--- config.mk ---
export PLATFORM = sky130hd
export DESIGN_NAME = hzd_decode_ctrl
export DESIGN_NICKNAME = d
export VERILOG_FILES = /design/src/rtl/hzd_pkg.sv /design/src/rtl/hzd_load_use_detect.sv /design/src/rtl/hzd_branch_resolve.sv /design/src/rtl/hzd_ctrl_squash.sv /design/src/rtl/hzd_decode_ctrl.sv
export SDC_FILE = /design/constraint.sdc
export NUM_CORES = 1
export LEC_CHECK = 0
export BUFFER_PORTS_ARGS = -buffer_cell sky130_fd_sc_hd__buf_2
export CAP_MARGIN = 40
export CELL_PAD_IN_SITES_DETAIL_PLACEMENT = 2
export CELL_PAD_IN_SITES_GLOBAL_PLACEMENT = 2
export CORE_MARGIN = 2
export CORE_UTILIZATION = 17
export DETAILED_ROUTE_END_ITERATION = 7
export PLACE_DENSITY = 0.85
export REMOVE_ABC_BUFFERS = 1
export SETUP_SLACK_MARGIN = 0.5
export SYNTH_ARGS = -nofsm -noshare
export SYNTH_HDL_FRONTEND = slang
export SYNTH_SLANG_ARGS = --single-unit
--- constraint.sdc ---
create_clock -name vclk -period 3.2
set_input_delay 0.64 -clock vclk [all_inputs]
set_output_delay 0.64 -clock vclk [all_outputs]
set_load 0.005 [all_outputs]
--- src/rtl/hzd_pkg.sv ---
package hzd_pkg;

   // next-fetch source chosen in decode
   typedef enum logic {
      PC_SEQ    = 1'b0,
      PC_BRANCH = 1'b1
   } pc_src_e;

   localparam int unsigned DEF_XLEN        = 32;
   localparam int unsigned DEF_RAW         = 5;
   localparam int unsigned DEF_IMM_W       = 16;
   localparam int unsigned DEF_CTRL_W      = 8;
   localparam int unsigned DEF_INSTR_BYTES = 4;

endpackage

--- src/rtl/hzd_load_use_detect.sv ---
module hzd_load_use_detect #(
   parameter int unsigned RAW = 5
) (
   input  logic           ld_valid,
   input  logic [RAW-1:0] ld_dst,
   input  logic [RAW-1:0] use_src0,
   input  logic [RAW-1:0] use_src1,
   output logic           stall
);

   logic [1:0] hit;

   assign hit[0] = (ld_dst == use_src0);
   assign hit[1] = (ld_dst == use_src1);
   assign stall  = ld_valid & (|hit);

endmodule

--- src/rtl/hzd_branch_resolve.sv ---
module hzd_branch_resolve #(
   parameter int unsigned XLEN        = 32,
   parameter int unsigned IMM_W       = 16,
   parameter int unsigned INSTR_BYTES = 4,
   parameter int unsigned CMP_STYLE   = 0
) (
   input  logic             is_branch,
   input  logic [XLEN-1:0]  opnd_a,
   input  logic [XLEN-1:0]  opnd_b,
   input  logic [XLEN-1:0]  seq_pc,
   input  logic [IMM_W-1:0] offset,
   output logic             take,
   output logic [XLEN-1:0]  target
);

   localparam int unsigned SHIFT = $clog2(INSTR_BYTES);
   localparam int unsigned EXT_W = XLEN - IMM_W;

   if (INSTR_BYTES == 0 || (INSTR_BYTES & (INSTR_BYTES - 1)) != 0) begin : g_bad_bytes
      $error("hzd_branch_resolve: INSTR_BYTES must be a power of two");
   end
   if (IMM_W + SHIFT > XLEN) begin : g_bad_imm
      $error("hzd_branch_resolve: IMM_W plus scaling exceeds XLEN");
   end
   if (CMP_STYLE > 1) begin : g_bad_cmp
      $error("hzd_branch_resolve: CMP_STYLE must be 0 or 1");
   end

   logic [XLEN-1:0] off_ext;
   logic [XLEN-1:0] off_scaled;
   logic            same;

   // sign extension: only needed when the offset is narrower than the address
   if (EXT_W > 0) begin : g_sext
      assign off_ext = {{EXT_W{offset[IMM_W-1]}}, offset};
   end else begin : g_nosext
      assign off_ext = offset[XLEN-1:0];
   end

   assign off_scaled = off_ext << SHIFT;
   assign target     = seq_pc + off_scaled;

   // equality comparator variant
   if (CMP_STYLE == 0) begin : g_cmp_eq
      assign same = (opnd_a == opnd_b);
   end else begin : g_cmp_xor
      logic [XLEN-1:0] diff;
      for (genvar i = 0; i < XLEN; i++) begin : g_bit
         assign diff[i] = opnd_a[i] ^ opnd_b[i];
      end
      assign same = ~|diff;
   end

   assign take = is_branch & same;

endmodule

--- src/rtl/hzd_ctrl_squash.sv ---
module hzd_ctrl_squash #(
   parameter int unsigned CTRL_W = 8
) (
   input  logic              kill,
   input  logic [CTRL_W-1:0] ctrl_in,
   output logic [CTRL_W-1:0] ctrl_out
);

   if (CTRL_W == 0) begin : g_bad_w
      $error("hzd_ctrl_squash: CTRL_W must be nonzero");
   end

   for (genvar i = 0; i < CTRL_W; i++) begin : g_gate
      assign ctrl_out[i] = ctrl_in[i] & ~kill;
   end

endmodule

--- src/rtl/hzd_decode_ctrl.sv ---
module hzd_decode_ctrl
   import hzd_pkg::*;
#(
   parameter int unsigned XLEN        = DEF_XLEN,
   parameter int unsigned RAW         = DEF_RAW,
   parameter int unsigned IMM_W       = DEF_IMM_W,
   parameter int unsigned CTRL_W      = DEF_CTRL_W,
   parameter int unsigned INSTR_BYTES = DEF_INSTR_BYTES,
   parameter int unsigned CMP_STYLE   = 0
) (
   input  logic              idex_mem_read,
   input  logic [RAW-1:0]    idex_rt,
   input  logic [RAW-1:0]    ifid_rs,
   input  logic [RAW-1:0]    ifid_rt,
   input  logic              ifid_is_branch,
   input  logic [XLEN-1:0]   ifid_pc_plus4,
   input  logic [IMM_W-1:0]  ifid_imm,
   input  logic [XLEN-1:0]   rd_data_a,
   input  logic [XLEN-1:0]   rd_data_b,
   input  logic [CTRL_W-1:0] ctrl_in,
   output logic              pc_write_en,
   output logic              ifid_write_en,
   output logic              ctrl_zero_sel,
   output logic [CTRL_W-1:0] ctrl_out,
   output logic              ifid_flush,
   output logic              pc_redirect,
   output logic [XLEN-1:0]   branch_target
);

   if (RAW == 0) begin : g_bad_raw
      $error("hzd_decode_ctrl: RAW must be nonzero");
   end

   logic    lu_stall;
   logic    br_take;
   pc_src_e pc_src;

   hzd_load_use_detect #(
      .RAW (RAW)
   ) u_lu (
      .ld_valid (idex_mem_read),
      .ld_dst   (idex_rt),
      .use_src0 (ifid_rs),
      .use_src1 (ifid_rt),
      .stall    (lu_stall)
   );

   hzd_branch_resolve #(
      .XLEN        (XLEN),
      .IMM_W       (IMM_W),
      .INSTR_BYTES (INSTR_BYTES),
      .CMP_STYLE   (CMP_STYLE)
   ) u_br (
      .is_branch (ifid_is_branch),
      .opnd_a    (rd_data_a),
      .opnd_b    (rd_data_b),
      .seq_pc    (ifid_pc_plus4),
      .offset    (ifid_imm),
      .take      (br_take),
      .target    (branch_target)
   );

   hzd_ctrl_squash #(
      .CTRL_W (CTRL_W)
   ) u_sq (
      .kill     (lu_stall),
      .ctrl_in  (ctrl_in),
      .ctrl_out (ctrl_out)
   );

   // stall wins: a held branch is re-evaluated once the load has moved on
   always_comb begin
      pc_src = PC_SEQ;
      if (!lu_stall && br_take) begin
         pc_src = PC_BRANCH;
      end
   end

   assign pc_write_en   = ~lu_stall;
   assign ifid_write_en = ~lu_stall;
   assign ctrl_zero_sel = lu_stall;
   assign pc_redirect   = (pc_src == PC_BRANCH);
   assign ifid_flush    = (pc_src == PC_BRANCH);

endmodule

# Word-level counts from Yosys, hierarchy flattened
# Index checks and enable logic that the tools add are counted.
[word_totals] register_bits=0 latchBits=0 mem_bits_rw=0 romBits=0 in_bits=137 out_inout_bits=45 wordCells=19 n_memories=0
[classes] n_addsub=1 n_mul=0 n_div=0 order_cmp=0 n_eq_ne=3 shifts=0 mux=1 bitwise_logic=11 n_reduce_logical=3
[ops] cell="$add A32 B32 Y32" count=1
[ops] cell="$eq A32 B32 Y1" count=1
[ops] cell="$and A1 B1 Y1" count=10
[ops] cell="$eq A5 B5 Y1" count=2
[ops] cell="$reduce_or A2 Y1" count=1
[ops] cell="$logic_and A1 B1 Y1" count=1
[ops] cell="$logic_not A1 Y1" count=1
[ops] cell="$mux W1" count=1
[ops] cell="$not A1 Y1" count=1

# Depth between registers and ports, before layout
# Gate-level depths: netlist (run 1).
[depth] ltp_word=6 depth_mapped=11 depth_no_buf=10

# Modules after synthesis
# A second synthesis (run 1) with hierarchy kept.
[unflattened] cells_unflattened=295 hier_area_um2=2188.3
[modules_own_cells] module="hzd_branch_resolve" instances=1 cells_per_inst=268 area_per_inst_um2=1999.4 seq_area_each_um2=0.0
[modules_own_cells] module="hzd_load_use_detect" instances=1 cells_per_inst=15 area_per_inst_um2=113.9 seq_area_each_um2=0.0
[modules_own_cells] module="hzd_ctrl_squash" instances=1 cells_per_inst=8 area_per_inst_um2=50.0 seq_area_each_um2=0.0
[modules_own_cells] module="hzd_decode_ctrl" instances=1 cells_per_inst=4 area_per_inst_um2=25.0 seq_area_each_um2=0.0

# Worst setup path before layout (run 1)
# OpenSTA, ideal clock, no wires.
[synth_path] path_type="input to output" start="input port ifid_pc_plus4[2]" end="output port branch_target[26]" t_arrival_ps=2552 required_time_ps=2560 path_slack_ps=8 stages=10 path_buffers=0 cell_sequence="ha_1 -> inv_1 -> fa_1 -> nand2b_1 -> a21oi_1 -> o2111ai_1 -> a211oi_1 -> a31oi_1 -> and3b_1 -> nor3_1"
[synth_between] elab_chain_cells=1
[synth_rtl] item="from (decl)" line_no="hzd_decode_ctrl.sv:16" source="input logic [XLEN-1:0] ifid_pc_plus4,"
[synth_rtl] item="$add A32 B32 Y32" line_no="hzd_branch_resolve.sv:41" source="assign target = seq_pc + off_scaled;"
[synth_rtl] item="to (decl)" line_no="hzd_decode_ctrl.sv:27" source="output logic [XLEN-1:0] branch_target"
# No other way between the ends.

# Final worst setup path (run 1)
[layout_path] start="input port ifid_imm[2]" end="output port branch_target[29]"
[layout_between] elab_chain_cells=1
[layout_rtl] item="from (decl)" line_no="hzd_decode_ctrl.sv:17" source="input logic [IMM_W-1:0] ifid_imm,"
[layout_rtl] item="$add A32 B32 Y32" line_no="hzd_branch_resolve.sv:41"
# No other way between the ends.

==> qor.yml, run 1 <==
run_status:
  outcome: "finished, violations left"
  violations: "negative setup slack"
power:
  p_int_w: 0.000515
  power_switching_w: 0.000497
  swShare: 0.491
  combinationalPowerShare: 1.000
  powerDensity_nw_per_um2: 222
  seqPwrFrac: 0
  power_w: 0.00101
  ir_worst_vdd_v: 0.0000435
  p_clk_frac: 0
  p_leak_nw: 2.19
job:
  maxCapViolations: 0
floorplanning:
  die_h_um: 117
  io_pins: 182
  fp.coreArea_um2: 12500
  die_area_um2: 13600
  initial_utilization: 0.172
  num_rows: 41
  die_w_um: 117
clocking:
  ctsHoldBuffers: 0
synth:
  synth_cells: 292
  synth_cell_types: 52
  ys.warnings.count: 0
  yosysTopAreaCell: "ha_1"
  ys_seq_area_frac: 0
  synth_area_leaders: "ha_1, xnor2_1, xor2_1"
  yosysTopAreaCellShare: 0.169
  synth_area_um2: 2150
  syn_avg_cell_area_um2: 7.37
timing:
  max_slew_margin: 0.645
  layout_setup_ws_ns: -0.310
  slew_violations: 0
  tightest_slew_ns: 0.531
  final.setup.tns_ns: -2.83
  min_period_ns: 3.51
  hold_viol_final: 0
  final-setup-viol-count: 14
  rsz0062_at_grt: "true"
  period_share: 1.10
  fmax_mhz: 285
min_path:
  hold_path_class: "primary input to output port"
finish:
  drive_gt1_frac: 0.640
  flops_and_latches: 0
  finalInstanceArea_um2: 4560
  layout.nets: 719
  regArea_um2: 0
  n_clock_buffer: 0
  fillers: 1447
  fin_cells: 723
  syn2layout_area_growth_pct: 112
global_route:
  grt_pass1_vias: 3949
  grt_overflow: 0
  track_usage: 0.202
  grt_pass1_wl_um: 21400
  grt_max_degree: 11
  antenna_found_initial: 1
critical_path:
  cp.buffers_inverters: 3
  cpMostUsedCell: "o211ai_1"
  cp_slowest_cell: "a221oi_4"
  crit_path_start_kind: "primary input"
  worstSetupPathType: "primary input to output port"
  cp_max_fo: 3
  path_cells: "buf_6, ha_4, o211ai_1, o211ai_1, a221oi_4, o21ai_2, a221oi_2, buf_4, o41ai_4, xnor2_1, buf_2"
  end_kind: "output port"
  slowest_delay_ns: 0.40
  cpLargestDelayFamily: "compound AO/OA/AOI/OAI gates"
  required_ns: 2.56
  cp.arrival_ns: 2.87
routing:
  dr.pass1.iters: 4
  drt_first_iter_violations: 79
  wl_per_cell_um: 20.9
  route.vias.total: 3360
  drc: 0
  wl_um: 15100
  ant_nets: 0
  post_drt_via_cell_ratio: 4.65
placement:
  hpwl_um: 11300
  gp_congestion: 0.845
  dp.cells: 709
  placed_cell_area_um2: 3790
  portBuffers: 178
## layout make-up
class                      count  area [um^2]  share of cell area
inverter                      11         41.3             0.00906
tap                          172          215              0.0472
timing repair buffer         269         1680               0.368
multi-input combinational    270         2620               0.575
antenna                        1         2.50            0.000549
## stage by stage
stage | hold WS, ns | utilization | worst slack, ns
after floorplan | 1.28 | - | 0.0146
after global placement | 1.28 | 0.303 | -0.350
after detailed placement | 1.28 | 0.303 | -0.511
after CTS | 1.28 | 0.347 | -0.227
after global routing | 1.28 | 0.364 | -0.404
final | 1.28 | 0.364 | -0.310
## layer usage
layer	GRT usage	routed length, um	vias to the layer above
met3	0.0280	757	23
met1	0.208	5500	1612
met4	0.0486	361	0
met5	0	0	-
li1	-	-	1582
met2	0.423	8450	143
## cell usage in the layout (no fill, tap or decap), types with 3 or more instances in the layout
cell type,Yosys,routed
buf_2,0,170
buf_4,4,77
xor2_1,30,29
xnor2_1,39,29
buf_6,0,22
nand2_1,19,16
ha_1,29,16
a21oi_2,0,13
ha_4,0,13
a21oi_1,28,12
a21o_1,11,11
and2_1,12,11
inv_1,11,10
nand4_1,10,10
xnor2_2,0,10
o21ai_2,1,8
nor2_1,9,7
nor3_1,8,6
nand3_1,6,6
o21ai_1,5,5
o21ai_0,11,4
o211ai_1,4,4
nor4_1,5,4
a211oi_2,1,3
a21oi_4,0,3
o21bai_1,4,3
## kinds of logic (layout without fill, tap and decap cells)
logic type               after synthesis  in the layout  synth area share
AO/OA/AOI/OAI                         88             88             0.288
AND/OR/NAND/NOR                       82             82             0.204
XOR/XNOR                              69             69             0.281
adder cells (fa/ha/maj)               30             30             0.178
buffers and inverters                 22            280            0.0453
multiplexers                           1              1           0.00465
other                                  0              1                 0
## power groups by stage
| stage | Combinational (W) | Sequential, W | Clock (W) |
|---|---|---|---|
| 6_report | 0.00101 | 0 | 0.0000000000418 |
| 3_5_place_dp | 0.000787 | 0 | 0 |
| 4_1_cts | 0.000922 | 0 | 0 |
| 2_1_floorplan | 0.000359 | 0 | 0 |
| 3_3_place_gp | 0.000746 | 0 | 0 |
| 5_1_grt | 0.00108 | 0 | 0.0000000000418 |
## cells in the mapped netlist (4+ instances only)
| library cell | count |
|---|---|
| nand3_1 | 6 |
| ha_1 | 29 |
| a21o_1 | 11 |
| o211ai_1 | 4 |
| nand4_1 | 10 |
| xnor2_1 | 39 |
| nor2_1 | 9 |
| o21bai_1 | 4 |
| a21oi_1 | 28 |
| xor2_1 | 30 |
| nor3_1 | 8 |
| inv_1 | 11 |
| clkbuf_1 | 7 |
| and2_1 | 12 |
| nor4_1 | 5 |
| buf_4 | 4 |
| o21ai_0 | 11 |
| nand2_1 | 19 |
| o21ai_1 | 5 |
## worst paths after layout
path,start,to,slack (ns),cells past startpoint
min,ifid_pc_plus4[0],branch_target[0],1.28,0
max,ifid_imm[2],branch_target[29],-0.31,11
## repair_timing
item / 4_1_cts / 5_1_grt
gates resized for setup: 95 / 30
pin swaps: 46 / 22
setup endpoints to repair: 24 / 26
hold endpoints to repair: 0 / 0
buffers inserted: 7 / 6
Note: power is estimated with default switching activity, not from simulation.
==> run 2: changes to the inputs <==
Settings changed: CORE_UTILIZATION 17 to 18, PLACE_DENSITY 0.85 to 0.88, SYNTH_HIERARCHICAL from default to 1.
==> run 2 against run 1 <==
  * The flow still finishes with violations (negative setup slack)
  * Cell area increased by 1.8%
  * Critical endpoint is now branch_target[30]
  * Critical path depth unchanged
  * First-iteration DRC count increased by 2.5%
  * Global-route usage decreased by 0.37 points
  * Via count decreased by 0.12%
  * Critical path type unchanged
  * Flip-flop and latch count unchanged
  * Synthesized cell count increased by 1.0%
==> qor.yml, run 2 <==
run_status:
  outcome: "finished, violations left"  # unchanged
  violations: "negative setup slack"  # unchanged
timing:
  final-setup-viol-count: 14  # unchanged
  hold_slack_ns: 1.28  # unchanged
  tightest_slew_ns: 0.402  # was 0.531 ns
  fmax_mhz: 296  # was 285 MHz
  hold_viol_final: 0  # unchanged
  period_share: 1.06  # was 1.10
  slew_violations: 0  # unchanged
  min_period_ns: 3.38  # was 3.51 ns
  max_slew_margin: 0.729  # was 0.645
  rsz0062_at_grt: "true"  # unchanged
  layout_setup_ws_ns: -0.179  # was -0.310 ns
finish:
  final_cell_mix: "buf_2, buf_4, xnor2_1, buf_6, a21oi_1"  # was buf_2, buf_4, xor2_1, xnor2_1, buf_6
  fin_util: 0.388  # was 0.364
  regArea_um2: 0  # unchanged
  mostFrequentLayoutCell: "buf_2"  # unchanged
  finalInstanceArea_um2: 4640  # was 4560 um^2
  syn2layout_area_growth_pct: 112  # about the same
  drive_gt1_frac: 0.627  # was 0.640
  n_clock_buffer: 0  # unchanged
  layout.nets: 716  # was 719
  flops_and_latches: 0  # unchanged
power:
  powerDensity_nw_per_um2: 211  # was 222 nW/um^2
  power_w: 0.000979  # was 0.00101 W
  ir_worst_vdd_v: 0.0000488  # was 0.0000435 V
  p_leak_nw: 2.18  # was 2.19 nW
synth:
  synth_commonest_cells: "xnor2_1, ha_1, a21oi_1, nand2_1"  # was xnor2_1, xor2_1, ha_1, a21oi_1, nand2_1
  synth.most_common_cell: "xnor2_1"  # unchanged
  synth_area_um2: 2190  # was 2150 um^2
  synth_cell_types: 50  # was 52
  yosysTopAreaCell: "xnor2_1"  # was ha_1
  syn_avg_cell_area_um2: 7.42  # was 7.37 um^2
  synth_area_leaders: "xnor2_1, ha_1, a21oi_1"  # was ha_1, xnor2_1, xor2_1
  ys.warnings.count: 6  # was 0
  synth_cells: 295  # was 292
  ys_seq_area_frac: 0  # unchanged
  yosysTopAreaCellShare: 0.212  # was 0.169
critical_path:
  cpMostUsedCell: "buf_12"  # was o211ai_1
  cp.buffers_inverters: 3  # unchanged
  cp.arrival_ns: 2.74  # was 2.87 ns
  cp_max_fo: 7  # was 3
  cp_slowest_cell: "ha_1"  # was a221oi_4
  required_ns: 2.56  # about the same
  slowest_delay_ns: 0.32  # was 0.40 ns
  path_cells: "buf_12, buf_12, ha_1, a21o_1, nand2b_1, o22ai_1, nor2_1, a41oi_2, o21ai_2, xor2_1, buf_2"  # was buf_6, ha_4, o211ai_1, o211ai_1, a221oi_4, o21ai_2, a221oi_2, buf_4, o41ai_4, xnor2_1, buf_2
  cpLargestDelayFamily: "compound AO/OA/AOI/OAI gates"  # unchanged
  worstSetupPathType: "primary input to output port"  # unchanged
  end_kind: "output port"  # unchanged
  startpoint: "ifid_imm[15]"  # was ifid_imm[2]
  crit_path_start_kind: "primary input"  # unchanged
routing:
  route.vias.total: 3356  # was 3360
  wl_um: 13600  # was 15100 um
  wl_per_cell_um: 19.5  # was 20.9 um
  drt_first_iter_violations: 81  # was 79
  drc: 0  # unchanged
  post_drt_via_cell_ratio: 4.80  # was 4.65
  ant_nets: 0  # unchanged
  dr.pass1.iters: 4  # unchanged
global_route:
  grt_pass1_wl_um: 20400  # was 21400 um
  track_usage: 0.199  # was 0.202
  grt_max_degree: 12  # was 11
  grt_overflow: 0  # unchanged
  grt_pass1_vias: 3996  # was 3949
  antenna_found_initial: 5  # was 1
floorplanning:
  initial_utilization: 0.183  # was 0.172
  die_h_um: 114  # was 117 um
  die_w_um: 114  # was 117 um
  io_pins: 182  # unchanged
  die_area_um2: 13100  # was 13600 um^2
  num_rows: 40  # was 41
  fp.coreArea_um2: 12000  # was 12500 um^2
placement:
  placed_cell_area_um2: 3610  # was 3790 um^2
  hpwl_um: 10400  # was 11300 um
  gp_congestion: 0.840  # was 0.845
  portBuffers: 178  # unchanged
min_path:
  holdPathEnd: "branch_target[0]"  # unchanged
  hp-start: "ifid_pc_plus4[0]"  # unchanged
  whs_path_depth: 0  # unchanged
  hold_path_class: "primary input to output port"  # unchanged
job:
  maxCapViolations: 0  # unchanged
run 2: through the flow:
| stage | cells | TNS (ns) | worst slack, ns |
|---|---|---|---|
| after floorplan | 284 | 0 | 0.141 |
| after global routing | 698 | -3.66 | -0.306 |
| after global placement | 664 | -0.872 | -0.181 |
| after CTS | 689 | -1.32 | -0.177 |
| final | 699 | -1.29 | -0.179 |
| after detailed placement | 664 | -1.94 | -0.296 |
run 2: layer usage:
metal  part of all wire  track usage  vias to the layer above  wire (um)
met3              0.074       0.0492                       20       1010
met4              0.024       0.0634                        0        330
met5                  0            0                        -          0
met1               0.32        0.178                     1594       4340
li1                   -            -                     1594          -
met2               0.58        0.423                      148       7960
run 2: how the worst max path moves through the flow:
| stage | end | slack, ns | cells past startpoint |
|---|---|---|---|
| finish | branch_target[30] | -0.18 | 11 |
| global route | branch_target[30] | -0.31 | 12 |
| CTS | branch_target[30] | -0.18 | 12 |
| detailed placement | branch_target[30] | -0.30 | 12 |
| global placement | branch_target[30] | -0.18 | 12 |
| floorplan | branch_target[30] | 0.14 | 10 |
run 2: kinds of logic after synthesis:
logic type	synth area share
compound gates	0.289
simple gates	0.209
xor+xnor	0.276
fa+ha+maj	0.175
buf+inv	0.0509
run 2: what timing repair did:
| action | in CTS | in global routing |
|---|---|---|
| pin swaps | 80 | 25 |
| resized for setup | 117 | 22 |
| endpoints found under the setup margin | 26 | 27 |
| hold buffers | 0 | 0 |
| buffers inserted | 25 | 5 |
run 2: final cells by class:
class / instances / area [um^2]
timing repair buffer: 263 / 1740
tap: 147 / 184
fill: 1339 / 7320
inverter: 11 / 41.3
antenna: 5 / 12.5
multi-input combinational: 273 / 2670
run 2: where the power goes:
group	internal [W]	leakage, nW	switching [W]
clock	0.000000000209	0.0000317	0
sequential	0	0	0
combinational	0.000521	2.18	0.000458
total	0.000521	2.18	0.000458
==> run 3: changes to the inputs <==
Settings changed: CORE_ASPECT_RATIO from default to 1.25, MAX_ROUTING_LAYER from default to met4.
==> run 3 against run 2 <==
  * Die area about the same
  * Clock-buffer cell count unchanged
  * First-iteration DRC count down 30%
  * Global-route usage up 1.3 points
  * Combinational power up 6%
  * Maximum frequency down 0.63%
  * Core utilization up 1.4 points
  * Cell area up 4.0%
  * Setup slack worse by 0.021 ns
  * Cell count up 3.6%
  * The flow still finishes with violations (negative setup slack)
  * Via count up 2.7%
  * Sequential share of layout area unchanged
==> qor.yml, run 3 (synthesis gave the netlist of run 2 again) <==
clocking:
  ctsHoldBuffers: 0  # unchanged
placement:
  place_ws_ns: -0.488  # was -0.296 ns
  portBuffers: 178  # unchanged
  hpwl_um: 11200  # was 10400 um
  gp_congestion: 0.883  # was 0.840
  dp.cells: 685  # was 664
global_route:
  grt_max_degree: 12  # unchanged
  track_usage: 0.211  # was 0.199
  grt_pass1_vias: 4046  # was 3996
  grt_pass1_wl_um: 21000  # was 20400 um
  antenna_found_initial: 3  # was 5
  grt_overflow: 0  # unchanged
critical_path:
  cp-endpoint: "branch_target[30]"  # unchanged
  slowest_delay_ns: 0.35  # was 0.32 ns
  worstSetupPathType: "primary input to output port"  # unchanged
  end_kind: "output port"  # unchanged
  crit_path_start_kind: "primary input"  # unchanged
  path_cells: "buf_8, ha_4, inv_2, fa_2, nor2b_2, o31a_1, buf_4, o31ai_4, a211oi_4, a41oi_2, o21ai_2, xor2_1, buf_2"  # was buf_12, buf_12, ha_1, a21o_1, nand2b_1, o22ai_1, nor2_1, a41oi_2, o21ai_2, xor2_1, buf_2
  required_ns: 2.56  # about the same
  cp.arrival_ns: 2.76  # was 2.74 ns
  cp_max_fo: 3  # was 7
  startpoint: "ifid_pc_plus4[2]"  # was ifid_imm[15]
  cp_slowest_cell: "fa_2"  # was ha_1
routing:
  top_layer: "met4"  # unchanged
  ant_nets: 0  # unchanged
  wl_per_cell_um: 21.3  # was 19.5 um
  route.vias.total: 3447  # was 3356
  drc: 0  # unchanged
  wl_um: 15400  # was 13600 um
  wl_met2_um: 8740  # was 7960 um
  met1_length_um: 5430  # was 4340 um
  wl_met3_um: 932  # was 1010 um
  post_drt_via_cell_ratio: 4.76  # was 4.80
  drt_first_iter_violations: 57  # was 81
  dr.pass1.iters: 4  # unchanged
finish:
  layout.nets: 725  # was 716
  fillers: 1386  # was 1339
  regArea_um2: 0  # unchanged
  multiInputGateArea_um2: 2750  # was 2670 um^2
  mostFrequentLayoutCell: "buf_2"  # unchanged
  fin_cells: 724  # was 699
  flops_and_latches: 0  # unchanged
  final_cell_mix: "buf_2, buf_4, xnor2_1, buf_6, a21oi_1"  # unchanged
  syn2layout_area_growth_pct: 121  # was 112%
  n_clock_buffer: 0  # unchanged
  drive_gt1_frac: 0.647  # was 0.627
timing:
  tightest_slew_ns: 0.480  # was 0.402 ns
  hold_viol_final: 0  # unchanged
  period_share: 1.06  # about the same
  slew_violations: 0  # unchanged
  final.setup.tns_ns: -1.83  # was -1.29 ns
  layout_setup_ws_ns: -0.200  # was -0.179 ns
  min_period_ns: 3.40  # was 3.38 ns
  rsz0062_at_grt: "true"  # unchanged
  final-setup-viol-count: 16  # was 14
  fmax_mhz: 294  # was 296 MHz
  max_slew_margin: 0.677  # was 0.729
power:
  p_leak_nw: 2.20  # was 2.18 nW
  powerDensity_nw_per_um2: 215  # was 211 nW/um^2
  ir_worst_vdd_v: 0.0000590  # was 0.0000488 V
min_path:
  hold_path_class: "primary input to output port"  # unchanged
job:
  maxCapViolations: 0  # unchanged
run_status:
  outcome: "finished, violations left"  # unchanged
  violations: "negative setup slack"  # unchanged
floorplanning:
  die_w_um: 103  # was 114 um
  fp.coreArea_um2: 12000  # about the same
  die_h_um: 127  # was 114 um
  io_pins: 182  # unchanged
  initial_utilization: 0.182  # was 0.183
  num_rows: 45  # was 40
  die_area_um2: 13100  # about the same
[run 3: report_power, final]
part,switching (W),internal [W],total [W]
Clock,0,0.000000000168,0.000000000168
Combinational,0.000493,0.000545,0.00104
Sequential,0,0,0
Total,0.000493,0.000545,0.00104
[run 3: metrics by stage]
| stage | hold WS [ns] | util | total power, W | instance area, um^2 |
|---|---|---|---|---|
| 3_5_place_dp | 1.28 | 0.305 | 0.000756 | 3660 |
| 2_1_floorplan | 1.28 | - | 0.000359 | 2120 |
| 4_1_cts | 1.28 | 0.369 | 0.000920 | 4430 |
| 3_3_place_gp | 1.28 | 0.305 | 0.000724 | 3660 |
| 5_1_grt | 1.28 | 0.402 | 0.00111 | 4830 |
| 6_report | 1.28 | 0.403 | 0.00104 | 4830 |
[run 3: worst min-delay path by stage]
stage                       end  slack, ns              from  cells after the start
4_1_cts        branch_target[0]       1.28  ifid_pc_plus4[0]                      0
2_1_floorplan  branch_target[0]       1.28  ifid_pc_plus4[0]                      0
3_3_place_gp   branch_target[0]       1.28  ifid_pc_plus4[0]                      0
5_1_grt        branch_target[0]       1.28  ifid_pc_plus4[0]                      0
6_report       branch_target[0]       1.28  ifid_pc_plus4[0]                      0
3_5_place_dp   branch_target[0]       1.28  ifid_pc_plus4[0]                      0
[run 3: critical path: cells and delay by family]
kind	cells	cell delay, ns
xor+xnor	1	0.14
buf+inv	4	0.39
compound gates	5	0.98
fa+ha+maj	2	0.48
simple gates	1	0.15
[run 3: layout make-up]
type               count  area share
multi-input cells    273       0.570
diodes                 4     0.00207
repair buffers       272       0.377
well taps            164      0.0425
inverters             11     0.00855
[run 3: repair_timing]
item | 4_1_cts | 5_1_grt
endpoints found under the setup margin | 26 | 27
pin swaps | 64 | 43
resized for setup | 106 | 52
buffers inserted | 20 | 15
[run 3: layer usage]
metal / GRT usage / vias to the layer above
li1: - / 1606
met1: 0.207 / 1655
met2: 0.429 / 170
met3: 0.0410 / 16
met4: 0.0220 / 0
met5: - / -
